$ cat src/rtl/adc_trig_pkg.sv
package adc_trig_pkg;

  // Conditions derived from the synchronized trigger pin
  typedef struct packed {
    logic actLevel;  // pin currently at active level
    logic actEdge;   // pin just moved into active level
  } trigSenseT;

  // Strobes from control to datapath registers
  typedef struct packed {
    logic fire;      // launch a sequence next cycle
    logic finish;    // current sequence ends this cycle
    logic ovrSet;    // record an overrun
    logic ovrClr;    // software clear of the overrun flag
  } ctrlStrobeT;

endpackage

$ cat src/rtl/adc_trig_dp.sv
module adc_trig_dp
  import adc_trig_pkg::*;
#(
  parameter int SYNC_STAGES = 2
) (
  input  logic       clk,
  input  logic       rstN,
  input  logic       trigPin,
  input  logic       trigPol,
  input  ctrlStrobeT strobes,
  output trigSenseT  sense,
  output logic       startQ,
  output logic       busyQ,
  output logic       ovrQ
);

  localparam int LAST = SYNC_STAGES - 1;

  logic [LAST:0] syncQ;
  logic          prevQ;
  logic          pinNow;

  // Synchronizer chain, one flop per stage
  genvar g;
  generate
    for (g = 0; g < SYNC_STAGES; g++) begin : gSync
      if (g == 0) begin : gFirst
        always_ff @(posedge clk or negedge rstN) begin
          if (!rstN) syncQ[0] <= 1'b0;
          else       syncQ[0] <= trigPin;
        end
      end else begin : gRest
        always_ff @(posedge clk or negedge rstN) begin
          if (!rstN) syncQ[g] <= 1'b0;
          else       syncQ[g] <= syncQ[g-1];
        end
      end
    end
  endgenerate

  assign pinNow = syncQ[LAST];

  always_ff @(posedge clk or negedge rstN) begin
    if (!rstN) prevQ <= 1'b0;
    else       prevQ <= pinNow;
  end

  always_comb begin
    sense.actLevel = (pinNow == trigPol);
    sense.actEdge  = (pinNow == trigPol) && (prevQ != trigPol);
  end

  // Handshake and flag registers
  always_ff @(posedge clk or negedge rstN) begin
    if (!rstN) begin
      startQ <= 1'b0;
      busyQ  <= 1'b0;
      ovrQ   <= 1'b0;
    end else begin
      startQ <= strobes.fire;
      busyQ  <= strobes.fire | (busyQ & ~strobes.finish);
      ovrQ   <= strobes.ovrSet | (ovrQ & ~strobes.ovrClr);
    end
  end

endmodule

$ cat src/rtl/adc_trig_ctrl.sv
module adc_trig_ctrl
  import adc_trig_pkg::*;
(
  input  logic       clk,
  input  logic       rstN,
  input  logic       swStart,
  input  logic       trigEn,
  input  logic       levelMode,
  input  logic       scanCont,
  input  logic       ovrClr,
  input  logic       seqDone,
  input  logic       busy,
  input  trigSenseT  sense,
  output ctrlStrobeT strobes
);

  logic srcSwQ;     // current run launched by software
  logic idleStart;
  logic doneNow;
  logic restart;
  logic extCond;

  always_comb begin
    extCond   = levelMode ? sense.actLevel : sense.actEdge;
    idleStart = !busy && (trigEn ? extCond : swStart);
    doneNow   = busy && seqDone;
    restart   = doneNow && (trigEn ? (levelMode && sense.actLevel)
                                   : (scanCont && srcSwQ));
    strobes.fire   = idleStart | restart;
    strobes.finish = doneNow;
    strobes.ovrSet = trigEn && !levelMode && sense.actEdge && busy;
    strobes.ovrClr = ovrClr;
  end

  always_ff @(posedge clk or negedge rstN) begin
    if (!rstN)             srcSwQ <= 1'b0;
    else if (strobes.fire) srcSwQ <= !trigEn;
  end

endmodule

$ cat src/rtl/adc_trig_seq.sv
module adc_trig_seq
  import adc_trig_pkg::*;
#(
  parameter int SYNC_STAGES = 2
) (
  input  logic clk,
  input  logic rstN,
  input  logic trigPin,
  input  logic swStart,
  input  logic trigEn,
  input  logic levelMode,
  input  logic trigPol,
  input  logic scanCont,
  input  logic ovrClr,
  input  logic seqDone,
  output logic seqStart,
  output logic seqBusy,
  output logic ovrFlag
);

  trigSenseT  sense;
  ctrlStrobeT strobes;

  adc_trig_ctrl ctrl_i (
    .clk(clk), .rstN(rstN), .swStart(swStart), .trigEn(trigEn),
    .levelMode(levelMode), .scanCont(scanCont), .ovrClr(ovrClr),
    .seqDone(seqDone), .busy(seqBusy), .sense(sense), .strobes(strobes)
  );

  adc_trig_dp #(.SYNC_STAGES(SYNC_STAGES)) dp_i (
    .clk(clk), .rstN(rstN), .trigPin(trigPin), .trigPol(trigPol),
    .strobes(strobes), .sense(sense), .startQ(seqStart),
    .busyQ(seqBusy), .ovrQ(ovrFlag)
  );

endmodule

$ cat config.mk
export PLATFORM = sky130hd
export DESIGN_NAME = adc_trig_seq
export DESIGN_NICKNAME = d
export VERILOG_FILES = /design/src/rtl/adc_trig_pkg.sv /design/src/rtl/adc_trig_dp.sv /design/src/rtl/adc_trig_ctrl.sv /design/src/rtl/adc_trig_seq.sv
export SDC_FILE = /design/constraint.sdc
export NUM_CORES = 1
export LEC_CHECK = 0
export BUFFER_PORTS_ARGS = -buffer_cell sky130_fd_sc_hd__buf_2
export CELL_PAD_IN_SITES_DETAIL_PLACEMENT = 1
export CELL_PAD_IN_SITES_GLOBAL_PLACEMENT = 2
export CORE_MARGIN = 2
export CORE_UTILIZATION = 22
export DETAILED_ROUTE_END_ITERATION = 7
export PLACE_DENSITY = 0.64
export SYNTH_ARGS = -nofsm -noshare
export SYNTH_HDL_FRONTEND = slang
export SYNTH_SLANG_ARGS = --single-unit
export TNS_END_PERCENT = 50
$ cat constraint.sdc
create_clock -name clk -period 1.2 [get_ports clk]
set_input_delay 0.18 -clock clk [delete_from_list [all_inputs] [get_ports clk]]
set_output_delay 0.18 -clock clk [all_outputs]
set_load 0.01 [all_outputs]
=== Word-level counts from Yosys, hierarchy flattened ===
Index checks and enable logic that the tools add are counted.

* Add/sub/neg operators: 0
* $mul: 0
* Div/mod/pow operators: 0
* Order comparisons: 0
* Equal/unequal tests: 2
* Shift operators: 0
* Muxes and demuxes: 3
* Bitwise operators: 7
* Reduce and logical (&&, ||, !) cells: 12

{| class="wikitable"
|+ Operators with widths
! cell !! count
|-
| logical AND 1 bit || 9
|-
| logical NOT 1 bit || 3
|-
| 2-to-1 mux 1 bit || 3
|-
| bitwise OR 1 bit || 3
|-
| bitwise AND 1 bit || 2
|-
| NOT 1 bit || 2
|-
| equality test 1 bit || 1
|-
| != test 1 bit || 1
|}

* Register bits after elaboration: 7
* Bits in latches: 0
* Memory bits (writable): 0
* ROM bits: 0
* Logic and storage cells: 31
* Memories: 0

=== Longest topological paths before layout ===
* Depth after elaboration: 7
* Mapped depth: 4

=== By module ===
A second synthesis with hierarchy kept.

* Cells, all modules: 30
* Area, all modules: 336.6 um2

{| class="wikitable"
|+ Modules (own cells, without submodules)
! module !! times used !! cells an instance !! area an instance (um2) !! seq. area each (um2)
|-
| adc_trig_dp || 1 || 14 || 203.9 || 150.1
|-
| adc_trig_ctrl || 1 || 16 || 132.6 || 25.0
|}

=== Worst setup path before layout ===
Ideal clock, no wire load.

* Path kind: reg-to-reg
* Start point: register dp_i.busyQ
* End point: register ctrl_i.srcSwQ
* Setup time: 119 ps
* Arrival time: 1052 ps
* Slack: 28 ps
* Cell stages (with the launch flop): 5
* Clock period less this slack: 1172 ps
* Path through: dfrtp_1 > inv_2 > a21oi_2 > o31a_2 > o21ba_2

* Cells in the longest elaborated chain, start to end: 3
* Elaborated cells between the ends (all ways): 5

{| class="wikitable"
|+ RTL lines
! item !! line !! text
|-
| start, declared || adc_trig_dp.sv:13 || <nowiki>output logic busyQ,</nowiki>
|-
| start signal, assigned || adc_trig_dp.sv:61 || <nowiki>busyQ <= strobes.fire | (busyQ & ~strobes.finish);</nowiki>
|-
| logical NOT 1 bit / logical AND 1 bit (equally long branches) || adc_trig_ctrl.sv:25, adc_trig_ctrl.sv:26 ||
|-
| logical AND 1 bit, on equally long branches || adc_trig_ctrl.sv:25, adc_trig_ctrl.sv:27 ||
|-
| bitwise OR 1 bit * || adc_trig_ctrl.sv:29 || <nowiki>strobes.fire = idleStart | restart;</nowiki>
|-
| end signal, assigned || adc_trig_ctrl.sv:37 || <nowiki>else if (strobes.fire) srcSwQ <= !trigEn;</nowiki>
|-
| end, declared || adc_trig_ctrl.sv:17 || <nowiki>logic srcSwQ;</nowiki>
|}

Mark *: on every way between the ends. The rest lies on a longest branch, timed or not.
A chain may end at the register's enable or synchronous reset.

=== Worst setup path in the final report ===
Same ends and word-level chain as after synthesis.

==> flow_metrics.tcl <==
set metrics [dict create \
    finalCritPeriodShare_pct 98.62 \
    max_freq_mhz 845.0 \
    synth_edf_count 0 \
    totalWireLength_um 737 \
    viasPerCell 4.597 \
    syn-cell-area_um2 314.1 \
    p_int_w 0.0004542 \
    comb_power_share_pct 20.0 \
    r2r_start "dp_i.busyQ$_DFF_PN0_" \
    p_leak_nw 0.2125 \
    ctsLongestPathBuffers 2 \
    grt_max_degree 8 \
    path_clk_slew_ns 0.05 \
    overflow 0 \
    grt_usage_pct 9.222 \
    maxCapViolations 0 \
    async_flop_share_pct 100.0 \
    ir_drop_uv 536.6 \
    setup_viol 0 \
    synth.ff_latch_count 7 \
    die_w_um 41.78 \
    design_area_um2 437.9 \
    synth_common_cells "dfrtp_1 (7), nor2_1 (4), a21oi_1 (2), nand2_1 (2)" \
    final_hold_viol_count 0 \
    nets 58 \
    ys_types 18 \
    wl_per_cell_um 11.89 \
    area_growth_pct 39.44 \
    hold-worst-slack_ns 0.04550 \
    critPathMaxFanout 6 \
    power.density_nw_per_um2 1394 \
    p_seq_share_pct 46.6 \
    finalSetupTns_ns 0 \
    synth_most_common_cell "dfrtp_1" \
    port_buffers 12 \
    drv_slew 0 \
    finalCriticalPeriod_ns 1.183 \
    io_pins 13 \
    fill_cells 155 \
    grt_pass1_wl_mm 1.207 \
    crit_buf_inv 1 \
    worst_pin_slew_ns 0.4007 \
    yosysTopAreaCell "dfrtp_1" \
    cts_tree "yes" \
    synth_top_flop_cell "dfrtp_1" \
    synth_top_area_share_pct 55.78 \
    start_util_pct 23.84 \
    die_y_um 41.78 \
    synth.net_count 39 \
    cts.sinks 7 \
    grt_antenna_before_repair 0 \
    synthCells 29 \
    vias 285 \
    rows 13 \
    antenna_cells 0 \
    path_cells "inv_2 -> a21oi_2 -> o31a_2 -> o21ba_2" \
    drtIter0Drc 1 \
    switching_power_w 0.0001564 \
    hp-class "input port to register" \
    max_stage_delay_ns 0.44 \
    worstPathArrival_ns 1.32 \
    cp_top_family "compound AO/OA/AOI/OAI gates" \
    crit_type "register to register" \
    dp_cells 57 \
    reg2reg_slack_ns 0.02 \
    relSlewSlack_pct 73.10 \
    rsz0062_at_grt "yes" \
    status "completed" \
    core_area_um2 1318 \
    cp_data_required_time_ns 1.33 \
    min_from "trigPin" \
    first_global_vias 307 \
    ctsHtreeMaxLevel 1 \
    synth.avg_cell_area_um2 10.83 \
    slowest_stage "dfrtp_2" \
    cts_root_buffer "clkbuf_4" \
    fin_cells 62 \
    clock_skew_ns 0.002693 \
    rr_endpoint "ctrl_i.srcSwQ$_DFFE_PN0P_" \
    clkPwrFrac_pct 33.4 \
    first_pass_iters 4 \
    ys_seq_area_share_pct 55.78 \
    final_antenna_net_count 0 \
    reg2regPathDepth 4 \
    drive_above_1_share_pct 46.81 \
    clk_latency_ns 0.24 \
    whs_path_depth 1 \
    die-area_um2 1746 \
    yosys-top-cells-area "dfrtp_1 (56%), nor2_1 (4.8%), a21oi_1 (3.2%), nor3_2 (3.2%), o21ba_2 (3.2%)" \
    start_kind "register" \
    netSwitchingFraction_pct 25.62 \
    place.gp.congestion 0.6702 \
    drc 0 \
    final_util_pct 33.24 \
    ys_warn_count 0 \
    whs_endpoint "dp_i.syncQ[0]$_DFF_PN0_" \
    place_area_um2 400.4 \
    critPathCaptureType "register" \
    cts_buffers 3 \
]
## area by class of cell
type	count	area [um^2]	share of cell area (%)
Clock buffer	4	26.28	6.000
Timing Repair Buffer	14	77.57	17.71
Multi-Input combinational cell	20	131.4	30.00
Tap cell	15	18.77	4.286
Sequential cell	7	176.4	40.29
Inverter	2	7.507	1.714
## power by group through the flow
stage	logic (W)	registers [W]	clock network (W)
after global routing	0.000137	0.000286	0.000237
final	0.000122	0.000285	0.000204
after floorplan	0.0000599	0.000289	0
after detailed placement	0.000122	0.000287	0
after global placement	0.000116	0.000286	0
after CTS	0.000125	0.000284	0.000216
## cells in the final DEF, fill, tap and decap left out, types with 2 or more instances in the layout
master and count:
a21oi_1 2, nor2_1 4, buf_2 12, nand2_1 2, clkbuf_4 3, dfrtp_1 6
## per-stage QoR
step	total power [W]	setup slack (ns)
detailed placement	0.0004091	0.01293
floorplan	0.0003493	0.02841
global route	0.0006599	-0.02544
global placement	0.0004016	0.06288
finish	0.0006106	0.01652
CTS	0.0006247	0.002314
## worst max path at each step
stage	startpoint	end	slack (ns)	depth (start not counted)
5_1_grt	dp_i.busyQ$_DFF_PN0_	dp_i.startQ$_DFF_PN0_	-0.03	4
3_5_place_dp	dp_i.busyQ$_DFF_PN0_	ctrl_i.srcSwQ$_DFFE_PN0P_	0.01	4
2_1_floorplan	dp_i.busyQ$_DFF_PN0_	ctrl_i.srcSwQ$_DFFE_PN0P_	0.03	4
6_report	dp_i.busyQ$_DFF_PN0_	ctrl_i.srcSwQ$_DFFE_PN0P_	0.02	4
4_1_cts	dp_i.busyQ$_DFF_PN0_	ctrl_i.srcSwQ$_DFFE_PN0P_	0.002	4
3_3_place_gp	dp_i.busyQ$_DFF_PN0_	ctrl_i.srcSwQ$_DFFE_PN0P_	0.06	4
## routing by layer
metal	vias to the layer above	part of all wire [%]	wire (um)	GRT usage [%]
li1	139	-	-	-
met1	139	39	288	8.625
met2	7	55	405	17.81
met3	0	5.7	42	1.739
met4	0	0	0	5.806
met5	-	0	0	0
## flip-flops by register name (all words and copies together) (netlist names)
register	cells
ctrl_i.srcSwQ	1
dp_i.syncQ	1
dp_i.pinNow	1
dp_i.busyQ	1
dp_i.ovrQ	1
dp_i.prevQ	1
dp_i.startQ	1
## kinds of logic after synthesis
| group | synth area share, % |
|---|---|
| compound gates | 25.10 |
| buf+inv | 2.388 |
| flops | 55.78 |
| simple gates | 16.74 |
## what timing repair did
item                                    4_1_cts  5_1_grt
endpoints found under the setup margin        0        3
hold buffers                                  1        0
setup buffers                                 0        0
endpoints found under the hold margin         7        0
gates resized for setup                       0        1
## worst reg2reg max path, delay by kind of cell, from the launching register on
kind	cells	cell delay, ns
AOI/OAI and AO/OA	3	0.55
DFF	1	0.44
buffers and inverters	1	0.08
Note: power is estimated with default switching activity, not from simulation.
